[src/rtl/ref_failsafe_mon.sv]
`timescale 1ns/1ps
module ref_failsafe_mon #(
  parameter int XTAL_CYC = 8,
  parameter int GATE_CYC = 256,
  parameter int LO_LIM   = 31,
  parameter int HI_LIM   = 33
) (
  input  logic       clk,
  input  logic       rst_n,
  input  logic       ref_a,
  input  logic       ref_b,
  input  logic       ref_sel,
  input  logic [1:0] ratio_sel,
  output logic       ref_ok,
  output logic       tune_hold,
  output logic       bypass,
  output logic       byp_clk
);
  localparam int GW = $clog2(GATE_CYC + 1);
  localparam int SW = GW + 2;
  localparam int TW = $clog2(4 * XTAL_CYC + 1);

  typedef enum logic {ST_ARM, ST_RUN} st_t;
  st_t st;

  logic [2:0]    sy;
  logic          sel_q;
  logic [1:0]    rat_q;
  logic [1:0]    mask;
  logic [GW-1:0] gcnt, ecnt;
  logic [TW-1:0] gap, tmo_lim;
  logic [SW-1:0] tot, scaled;
  logic          ref_mux, edge_ok, cfg_chg, gate_end, stall, in_win;

  assign ref_mux   = ref_sel ? ref_a : ref_b;
  assign bypass    = (ratio_sel == 2'b00);
  assign byp_clk   = bypass & ref_mux;
  assign tune_hold = ~ref_ok;
  assign edge_ok   = sy[1] & ~sy[2] & (mask == 2'd0);
  assign cfg_chg   = (ref_sel != sel_q) | (ratio_sel != rat_q);
  assign gate_end  = (gcnt == GW'(GATE_CYC - 1));
  assign stall     = (st == ST_RUN) & ~edge_ok & (gap == tmo_lim - 1'b1);
  assign tot       = SW'(ecnt) + SW'(edge_ok);
  assign in_win    = (scaled >= SW'(LO_LIM)) && (scaled <= SW'(HI_LIM));

  always_comb begin
    case (ratio_sel)
      2'b01: begin tmo_lim = TW'(4 * XTAL_CYC); scaled = tot << 1; end
      2'b10: begin tmo_lim = TW'(XTAL_CYC);     scaled = tot >> 1; end
      default: begin tmo_lim = TW'(2 * XTAL_CYC); scaled = tot; end
    endcase
  end

  always_ff @(posedge clk or negedge rst_n) begin
    if (!rst_n) begin
      sy    <= '0;
      sel_q <= 1'b0;
      rat_q <= 2'b00;
    end else begin
      sy    <= {sy[1:0], ref_mux};
      sel_q <= ref_sel;
      rat_q <= ratio_sel;
    end
  end

  always_ff @(posedge clk or negedge rst_n) begin
    if (!rst_n) begin
      st     <= ST_ARM;
      ref_ok <= 1'b0;
      gcnt   <= '0;
      ecnt   <= '0;
      gap    <= '0;
      mask   <= 2'd0;
    end else if (bypass || cfg_chg) begin
      st     <= ST_ARM;
      ref_ok <= 1'b0;
      gcnt   <= '0;
      ecnt   <= '0;
      gap    <= '0;
      mask   <= 2'd3;
    end else begin
      if (mask != 2'd0) mask <= mask - 2'd1;
      if (edge_ok) gap <= '0;
      else if (gap != tmo_lim) gap <= gap + 1'b1;
      case (st)
        ST_ARM: if (edge_ok) begin
          st   <= ST_RUN;
          gcnt <= GW'(1);
          ecnt <= GW'(1);
        end
        default: if (stall) begin
          st     <= ST_ARM;
          ref_ok <= 1'b0;
          gcnt   <= '0;
          ecnt   <= '0;
        end else if (gate_end) begin
          ref_ok <= in_win;
          gcnt   <= '0;
          ecnt   <= '0;
        end else begin
          gcnt <= gcnt + 1'b1;
          ecnt <= ecnt + GW'(edge_ok);
        end
      endcase
    end
  end
endmodule


[config.mk]
export PLATFORM = sky130hd
export DESIGN_NAME = ref_failsafe_mon
export DESIGN_NICKNAME = d
export VERILOG_FILES = /design/src/rtl/ref_failsafe_mon.sv
export SDC_FILE = /design/constraint.sdc
export NUM_CORES = 1
export LEC_CHECK = 0
export BUFFER_PORTS_ARGS = -buffer_cell sky130_fd_sc_hd__clkbuf_2
export CAP_MARGIN = 10
export CORE_MARGIN = 2
export CORE_UTILIZATION = 50
export CTS_BUF_LIST = sky130_fd_sc_hd__clkbuf_8
export CTS_CLUSTER_SIZE = 14
export DETAILED_ROUTE_END_ITERATION = 12
export GPL_ROUTABILITY_DRIVEN = 0
export PLACE_DENSITY = 0.7
export SKIP_CTS_REPAIR_TIMING = 1
export SLEW_MARGIN = 40
export SYNTH_ARGS = -nofsm -noshare
export SYNTH_HDL_FRONTEND = slang
export SYNTH_SLANG_ARGS = --single-unit
[constraint.sdc]
create_clock -name clk -period 4 [get_ports clk]
set_clock_uncertainty 0.1 [all_clocks]
set_input_delay 0.6 -clock clk [delete_from_list [all_inputs] [get_ports clk]]
set_output_delay 0.6 -clock clk [all_outputs]
set_load 0.005 [all_outputs]
# == Word level (Yosys, flattened, before mapping) ==
# Index checks and enable logic that the tools add are counted.
# word_totals
ff_bits,34
latchBits,0
ramBits,0
romBits,0
in_bits,7
out_inout_bits,4
n_memories,0
# op_classes
addsub,6
mul,0
div_mod_pow,0
order_cmp,2
n_eq_ne,7
shifts,0
muxes,25
n_bitwise,9
n_reduce_logical,11
# ops
op,n
two-way mux 9 bit,9
one-hot mux 11 bit (2 select lines),1
two-way mux 6 bit,3
one-hot mux 6 bit (2 select lines),1
"greater-or-equal comparator 11 x 5 -> 1 bit, second input constant",1
"less-or-equal comparator 11 x 6 -> 1 bit, second input constant",1
adder 9 x 1 -> 10 bit,1
adder 9 x 1 -> 9 bit,1
"adder 9 x 1 -> 9 bit, second input constant",1
"== test 9 x 8 -> 1 bit, second input constant",1
two-way mux 1 bit,9
nonzero test 3 bit,3
"adder 6 x 1 -> 6 bit, second input constant",1
== test 6 bit,1
inequality test 6 bit,1
nonzero test 2 bit,3
"subtractor 6 x 1 -> 6 bit, second input constant",1
bitwise AND 1 bit,5
zero test 2 bit,2
two-way mux 2 bit,2
NOT 1 bit,3
"== test 2 x 1 -> 1 bit, second input constant",1
"== test 2 bit, second input constant",1
inequality test 2 bit,1
other kinds (6),6

# == Longest topological paths before layout ==
# Gate-level depths: netlist of run 1.
# logic_depth
depth_word,11
ltp_mapped,13

# == Least setup slack after synthesis of run 1 ==
# Ideal clock, no wire load.
# synth_timing
path_type,register to register
start,register mask[0]
end,register ref_ok
setup_time_ns,0.092
arrival_time_ns,2.565
required_time_ns,3.808
setup_slack_ns,1.244
stages_incl_launch_ff,13
path_buffers,0
period_less_slack_ns,2.756
path_cell_list,dfrtp_1 -> inv_1 -> ha_1 -> nand2_1 -> nor2_1 -> ha_1 -> nand4_2 -> xnor2_2 -> a221oi_1 -> a21o_1 -> nor4b_2 -> mux2i_1 -> o31ai_2
# synth_between
elab_chain_len,10
# synth_lines
element,line,source
start: declaration,29,logic [1:0] mask;
start signal: assignment,82,if (mask != 2'd0) mask <= mask - 2'd1;
zero test 2 bit (*),39,assign edge_ok = sy[1] & ~sy[2] & (mask == 2'd0);
bitwise AND 1 bit (*),39,
adder 9 x 1 -> 10 bit,43,assign tot = SW'(ecnt) + SW'(edge_ok);
one-hot mux 11 bit (2 select lines),47,case (ratio_sel)
greater-or-equal comparator 11 x 5 -> 1 bit or less-or-equal comparator 11 x 6 -> 1 bit (tied branches),44,assign in_win = (scaled >= SW'(LO_LIM)) && (scaled <= SW'(HI_LIM));
logical AND 1 bit,44,
two-way mux 1 bit,96,end else if (gate_end) begin
two-way mux 1 bit,91,default: if (stall) begin
two-way mux 1 bit,85,case (st)
two-way mux 1 bit,74,end else if (bypass || cfg_chg) begin
end signal: assignment,97,ref_ok <= in_win;
end: declaration,14,"output logic ref_ok,"
# Mark *: on every way between the ends. The rest lies on a longest branch, timed or not. The select of a mux whose other input is x is not followed.
# A chain may end at the register's enable or synchronous reset.

# == Worst setup path after layout of run 1 ==
# Same ends and word-level chain as after synthesis.

==> metrics.csv, run 1 <==
stage;metric;value;unit
timing;fin crit period;3150;ps
logic_synthesis;synthesized flop and latch total;34;
logic_synthesis;syn_nets;247;
routing;Final ANT Viol Nets;0;
grt;largest net degree at the start of global routing;35;
clocking;root buffer cell;clkbuf_8;
routing;Total Wirelength;4.14;mm
grt;initial antenna violation count;0;
critical_path;Worst Path Required;4100;ps
logic_synthesis;largest cells by area after synthesis;dfrtp_1 40%, nand2_1 5.6%, ha_1 5.3%;
critical_path;critical path class;flop to flop;
clocking;H-tree depth;2;
routing;WL per Instance;14.3;µm
die;I/O pin count;11;
power_and_ir_drop;VDD IR max;0.174;mV
die;Starting Density;52.8;%
grt;grt ovf;0;
routing;DR iter-0 viols;91;
die;Die Area;0.00483;mm²
logic_synthesis;Synth cell types;54;
clocking;clock-pin slew on the worst setup and hold paths;70;ps
cells_and_area;diodes inserted;0;
die;core area;0.00406;mm²
clocking;clock sinks;34;
logic_synthesis;cell taking the most area after synthesis;dfrtp_1;
routing;DRC errors left;0;
timing;Tcrit/Tclk final;78.7;%
logic_synthesis;Async S/R FF share, synth;100;%
logic_synthesis;EDFF count, synth;0;
cells_and_area;most frequent cells in the layout;34 x dfrtp_1, 32 x nand2_1, 15 x nor2_1;
die;num rows;23;
cells_and_area;Final Instance Area;0.00230;mm²
logic_synthesis;syn_area_per_cell;9.28;µm²
critical_path;CP endpoint kind;flop;
critical_path;reg2reg setup slack;850;ps
logic_synthesis;post-synthesis sequential area ratio;39.7;%
routing;number of detailed-route iterations in the first pass;4;
cells_and_area;NumNets Final;255;
logic_synthesis;adder-cell area share of the yosys netlist;5.72;%
critical_path;worst r2r src;mask[0]$_DFFE_PN0P_;
placed_design;Port Buffer Count;10;
critical_path;Worst Setup SP;mask[0]$_DFFE_PN0P_;
timing;final max-slew violation count;0;
logic_synthesis;multiplexer area fraction after synthesis;1.46;%
logic_synthesis;Synth Flop Type;dfrtp_1;
power_and_ir_drop;Power Density;298;mW/mm²
timing;RSZ-0062 raised after global routing;false;
clocking;total CTS buffers;5;
placed_design;Post-DP Area;0.00221;mm²
logic_synthesis;Cell Area, Synth;0.00214;mm²
logic_synthesis;main combinational cell family by area after synthesis;simple AND/OR/NAND/NOR gates;
timing;final setup violation count;0;
timing;actual slew at the worst max-slew pin;800;ps
power_and_ir_drop;Leak;0.998;nW
logic_synthesis;Synth Area in Compound Gates;19.2;%
logic_synthesis;Simple-Gate Fraction of Synth Area;20.5;%
die;die height;69.5;µm
grt;first-pass GRT wire length;7.38;mm
grt;gr usage total;19.0;%
cells_and_area;Fillers;369;
cells_and_area;commonest non-fill, non-tap cell in the layout;dfrtp_1;
logic_synthesis;XOR/XNOR Fraction of Synth Area;9.34;%
critical_path;worst path cell trace;inv_1 -> ha_1 -> nand2_1 -> nor2_1 -> ha_1 -> nand2_1 -> xnor2_1 -> a221oi_1 -> a21o_1 -> nor4b_2 -> mux2i_1 -> o31ai_2;
logic_synthesis;Synth warnings;0;
clocking;worst skew pair latency;280;ps
logic_synthesis;share of the synthesized area in the top cell type;39.7;%
timing;fmax;318;MHz
routing;vias per inst;5.76;
grt;vias in the first global route;1569;
clocking;CTS tree;done;
critical_path;Arr. time, crit path;3250;ps
flow_run;Max-Cap Viols;0;
placed_design;Detailed Place HPWL;3.00;mm
critical_path;CP peak stage delay;390;ps
grt;routing usage on met1;25.1;%
cells_and_area;area grow syn2layout;7.53;%
grt;met3 GRT Util;4.36;%
cells_and_area;share of layout cells above drive strength 1;14.2;%
clocking;CTS Buffer Depth;2;
logic_synthesis;Synth Instances;231;
timing;Hold Vio Cnt, Final;0;
grt;global route hottest layer;met2;
run_status;status;finished clean;
die;Die Width;69.5;µm
critical_path;slowest CP cell;dfrtp_1;
critical_path;critical path fanouts, max;7;
routing;DR vias;1669;
timing;Slew headroom;46.5;%
timing;Post-Route Setup TNS;0;ps
hold_path;Hold Crit Class;primary input to async pin;
grt;met2 Track Usage GR;31.2;%
critical_path;startpoint types;flop;
==> synthesized netlist by cell type, types with 2 or more instances <==
cell type and count:
clkbuf_1 4, a22o_1 2, a22oi_1 2, dfrtp_1 34, o211ai_1 3, o31ai_2 2
buf_2 3, a21oi_1 3, xnor2_1 10, a221oi_1 2, nor2_1 15, o21ai_1 10
nor3_1 6, mux2i_1 2, a21o_1 2, ha_1 9, nand3_1 9, o21a_1 2
nand2b_1 2, nand2_1 32, inv_1 11, xor2_1 11, o21ai_2 5, and3_4 2
o21ai_0 11, and3_1 5, a31oi_1 5
==> final cells by class <==
type	count	area, µm²	area share [%]
repair buffers	10	52.6	2.28
well taps	50	62.6	2.71
clock inverters	2	8.76	0.380
flip-flops and latches	34	851	36.9
inverters	11	41.3	1.79
multi-input cells	177	1210	52.3
clock buffers	6	82.6	3.58
==> flip-flops by register name, indices dropped and copies added, names as in the netlist <==
signal  count
ecnt        9
gap         6
gcnt        9
mask        2
rat_q       2
ref_ok      1
sel_q       1
st          1
sy          3
==> worst max-delay path, delay by kind of cell, from the launching register on <==
| kind | cells | cell delay (ps) |
|---|---|---|
| compound gates | 3 | 610 |
| xor+xnor | 1 | 380 |
| flops | 1 | 390 |
| simple gates | 4 | 820 |
| buf+inv | 1 | 70 |
| mux | 1 | 110 |
| fa+ha+maj | 2 | 570 |
==> worst paths after layout <==
kind,endpoint,cells after the start
worst max-delay path,ref_ok$_DFFE_PN0P_,12
worst min-delay path,ref_ok$_DFFE_PN0P_,1
worst max register to register,ref_ok$_DFFE_PN0P_,12
worst min register to register,sy[1]$_DFF_PN0_,0
max in group asynchronous,gcnt[7]$_DFFE_PN0P_,1
min in group clk,sy[1]$_DFF_PN0_,0
==> layer usage <==
| layer | wire length, µm | up-vias |
|---|---|---|
| li1 | - | 838 |
| met3 | 100 | 5 |
| met4 | 57 | 0 |
| met1 | 1980 | 805 |
| met5 | 0 | - |
| met2 | 2000 | 21 |
==> metrics by stage <==
stage | std cells | power (mW) | hold WS (ps) | setup WS (ps) | utilization (%)
2_1_floorplan | 231 | 0.410 | 204 | 1240 | -
3_3_place_gp | 282 | 0.433 | 237 | 814 | 54.5
3_5_place_dp | 282 | 0.433 | 245 | 836 | 54.5
4_1_cts | 290 | 0.696 | 201 | 806 | 56.8
5_1_grt | 290 | 0.720 | 221 | 416 | 56.8
6_report | 290 | 0.686 | 184 | 851 | 56.8
==> power breakdown <==
group	switching [mW]	total (mW)	internal, mW
registers	0.00465	0.355	0.351
logic	0.0453	0.0713	0.0260
clock network	0.123	0.259	0.136
total	0.173	0.686	0.513
==> cell families after synthesis <==
kind of cell,after synthesis
AOI/OAI and AO/OA,58
xor gates and xnor gates,22
and+or+nand+nor,84
muxes,3
buffers and inverters,20
DFF,34
adders and majority gates,10
No activity file was read; power rests on OpenSTA's default activity.
==> run 2: changes to the inputs <==
--- a/config.mk
+++ b/config.mk
@@ -5,6 +5,7 @@
 export SDC_FILE = /design/constraint.sdc
 export NUM_CORES = 1
 export LEC_CHECK = 0
+export ABC_AREA = 1
 export BUFFER_PORTS_ARGS = -buffer_cell sky130_fd_sc_hd__clkbuf_2
 export CAP_MARGIN = 10
 export CORE_MARGIN = 2
@@ -13,7 +14,7 @@
 export CTS_CLUSTER_SIZE = 14
 export DETAILED_ROUTE_END_ITERATION = 12
 export GPL_ROUTABILITY_DRIVEN = 0
-export PLACE_DENSITY = 0.7
+export PLACE_DENSITY = 0.73
 export SKIP_CTS_REPAIR_TIMING = 1
 export SLEW_MARGIN = 40
 export SYNTH_ARGS = -nofsm -noshare
==> constraint.sdc (replaced) <==
create_clock -name clk -period 2.7 [get_ports clk]
set_clock_uncertainty 0.1 [all_clocks]
set_input_delay 0.405 -clock clk [delete_from_list [all_inputs] [get_ports clk]]
set_output_delay 0.405 -clock clk [all_outputs]
set_load 0.005 [all_outputs]
==> run 2 against run 1 <==
Net effect:
- the run now ends with hold timing left
- combinational power up 50%
- non-clock buffer count unchanged
- total power increased by 48%
- maximum frequency grew 34%
- core utilization fell by 0.91 points
- flip-flop and latch count stayed put
- via count rose by 18%
- final area increased by 5.6%
- count of clock-buffer cells in the layout unchanged
- register-to-register slack got worse by 510 ps
- synthesized area grew 5.0%
- clock power rose by 49%
==> metrics.csv, run 2 <==
stage;metric;value;unit
routing;DRC errors left;0;
grt;largest net degree at the start of global routing;35;
timing;Slew headroom;69.1;%
timing;final max-slew violation count;0;
flow_run;Max-Cap Viols;0;
logic_synthesis;most frequent cells after synthesis;87 x nand2_1, 42 x inv_1, 34 x dfrtp_1, 29 x nand3_1, 24 x nor2_1;
logic_synthesis;synthesized flop and latch total;34;
logic_synthesis;Async S/R FF share, synth;100;%
die;I/O pin count;11;
die;Starting Density;51.7;%
placed_design;Inst Count DP;366;
power_and_ir_drop;VDD IR max;0.228;mV
clocking;H-tree depth;2;
clocking;CTS tree;done;
run_status;status;finished with violations;
routing;DR vias;1974;
timing;final setup violation count;0;
routing;WL per Instance;12.3;µm
timing;fin crit period;2360;ps
cells_and_area;most frequent cells in the layout;87 x nand2_1, 43 x inv_1, 34 x dfrtp_1;
clocking;worst skew pair latency;290;ps
cells_and_area;Top Registers;ecnt x9, gcnt x9, gap x6;
critical_path;critical path fanouts, max;5;
power_and_ir_drop;Leak;1.21;nW
placed_design;pre-CTS WS;344;ps
routing;Total Wirelength;4.62;mm
logic_synthesis;Cell Area, Synth;0.00225;mm²
logic_synthesis;Synth Flop Type;dfrtp_1;
clocking;root buffer cell;clkbuf_8;
logic_synthesis;most instantiated library cell after synthesis;nand2_1;
die;die height;71.1;µm
power_and_ir_drop;Power Density;418;mW/mm²
logic_synthesis;cell taking the most area after synthesis;dfrtp_1;
clocking;CTS Buffer Depth;2;
cells_and_area;share of layout cells above drive strength 1;13.7;%
critical_path;critical path class;flop to flop;
clocking;clock-pin slew on the worst setup and hold paths;70;ps
placed_design;Detailed Place HPWL;3.45;mm
clocking;total CTS buffers;5;
timing;final hold slack;-11.5;ps
die;core area;0.00435;mm²
cells_and_area;NumNets Final;337;
grt;vias in the first global route;1923;
cells_and_area;commonest non-fill, non-tap cell in the layout;nand2_1;
placed_design;Port Buffer Count;10;
die;num rows;24;
timing;Tcrit/Tclk final;87.3;%
die;Die Width;71.1;µm
timing;Post-Route Setup TNS;0;ps
hold_path;Hold Crit Class;primary input to async pin;
routing;vias per inst;5.28;
routing;Final ANT Viol Nets;0;
clocking;clock sinks;34;
run_status;failing checks;hold timing;
timing;Final WS setup;344;ps
logic_synthesis;post-synthesis sequential area ratio;37.8;%
timing;RSZ-0062 raised after global routing;false;
cells_and_area;diodes inserted;0;
logic_synthesis;syn_nets;324;
die;Die Area;0.00505;mm²
logic_synthesis;Synth warnings;0;
grt;grt ovf;0;
critical_path;Worst Path Required;2790;ps
grt;initial antenna violation count;0;
timing;actual slew at the worst max-slew pin;464;ps
critical_path;CP endpoint kind;flop;
critical_path;startpoint types;flop;
logic_synthesis;largest cells by area after synthesis;dfrtp_1 38%, nand2_1 15%, inv_1 7.0%;
cells_and_area;Finished Layout Cells;374;
logic_synthesis;syn_area_per_cell;7.30;µm²
logic_synthesis;EDFF count, synth;0;
logic_synthesis;Synth Instances;308;
grt;gr usage total;20.9;%
grt;first-pass GRT wire length;8.38;mm
critical_path;Arr. time, crit path;2450;ps
logic_synthesis;share of the synthesized area in the top cell type;37.8;%
cells_and_area;area grow syn2layout;8.18;%
logic_synthesis;Synth cell types;34;
routing;DR iter-0 viols;149;
cells_and_area;post-layout util;55.9;%
timing;fmax;424;MHz
routing;number of detailed-route iterations in the first pass;4;
timing;Hold Vio Cnt, Final;18;
## run 2: cell types whose count changed in the layout (fill, tap and decap cells not counted), sizes merged, moves of 3 or more
cell   change
a21oi     +13
nand3     +23
o21ai      -6
xnor2     -11
o22ai      +3
nand2     +57
o31ai      -3
a31oi      -5
xor2       -7
nor3       -4
and3       -7
nor2      +12
inv       +39
## run 2: through the flow
step                      cell area (µm²)  total power [mW]
after global routing                 2430              1.06
after floorplan                      2250             0.609
final                                2430              1.02
after global placement               2340             0.640
after CTS                            2430              1.03
after detailed placement             2340             0.642
## run 2: cells by family after synthesis
family	synth area share, %
AOI/OAI and AO/OA	14.6
adders and majority gates	5.01
and+or+nand+nor	31.5
buffers and inverters	9.57
xor gates and xnor gates	1.56
DFF	37.8
## run 2: cell type report
class	instances	area, µm²
multi-input combinational	220	1180
sequential	34	851
tap	52	65.1
clock inverter	2	8.76
timing repair buffer	10	52.6
clock buffer	6	82.6
inverter	50	190
fill	415	1920
## run 2: per-layer routing
layer  GRT usage [%]  part of all wire (%)  vias up
met5               0                     0        -
met4            7.97                   1.7        0
met3            4.84                   3.7        8
met2            33.3                    48       38
met1            27.8                    46      909
li1                -                     -     1019
## run 2: path summary, 6_finish.rpt
path                                     start                  end  slack [ps]  cells after the start
min in group clk                       ref_sel      sel_q$_DFF_PN0_         160                      1
max in group asynchronous                rst_n   gap[5]$_DFFE_PN0P_        2180                      1
min                                      rst_n  ecnt[3]$_DFFE_PN0P_         -10                      1
min reg2reg                    sy[0]$_DFF_PN0_      sy[1]$_DFF_PN0_         260                      0
max reg2reg                mask[0]$_DFFE_PN0P_   ref_ok$_DFFE_PN0P_         340                     16
max                        mask[0]$_DFFE_PN0P_   ref_ok$_DFFE_PN0P_         340                     16
## run 2: critical path, cell delays in order (launching register included)
cell,delay (ps)
dfrtp_1,390
inv_1,60
ha_1,240
nand3_2,160
inv_1,100
ha_1,160
nand2_1,100
nor2_2,220
nand2_1,70
nand2_1,130
inv_2,60
nand2_1,50
o21ai_1,100
a21oi_1,130
nand2_1,60
nand3_1,70
nand2_1,50
## run 2: power by group
| part | leakage [nW] | total (mW) | internal [mW] | switching, mW |
|---|---|---|---|---|
| logic | 0.711 | 0.107 | 0.0312 | 0.0758 |
| registers | 0.451 | 0.526 | 0.519 | 0.00641 |
| clock network | 0.0524 | 0.385 | 0.202 | 0.183 |
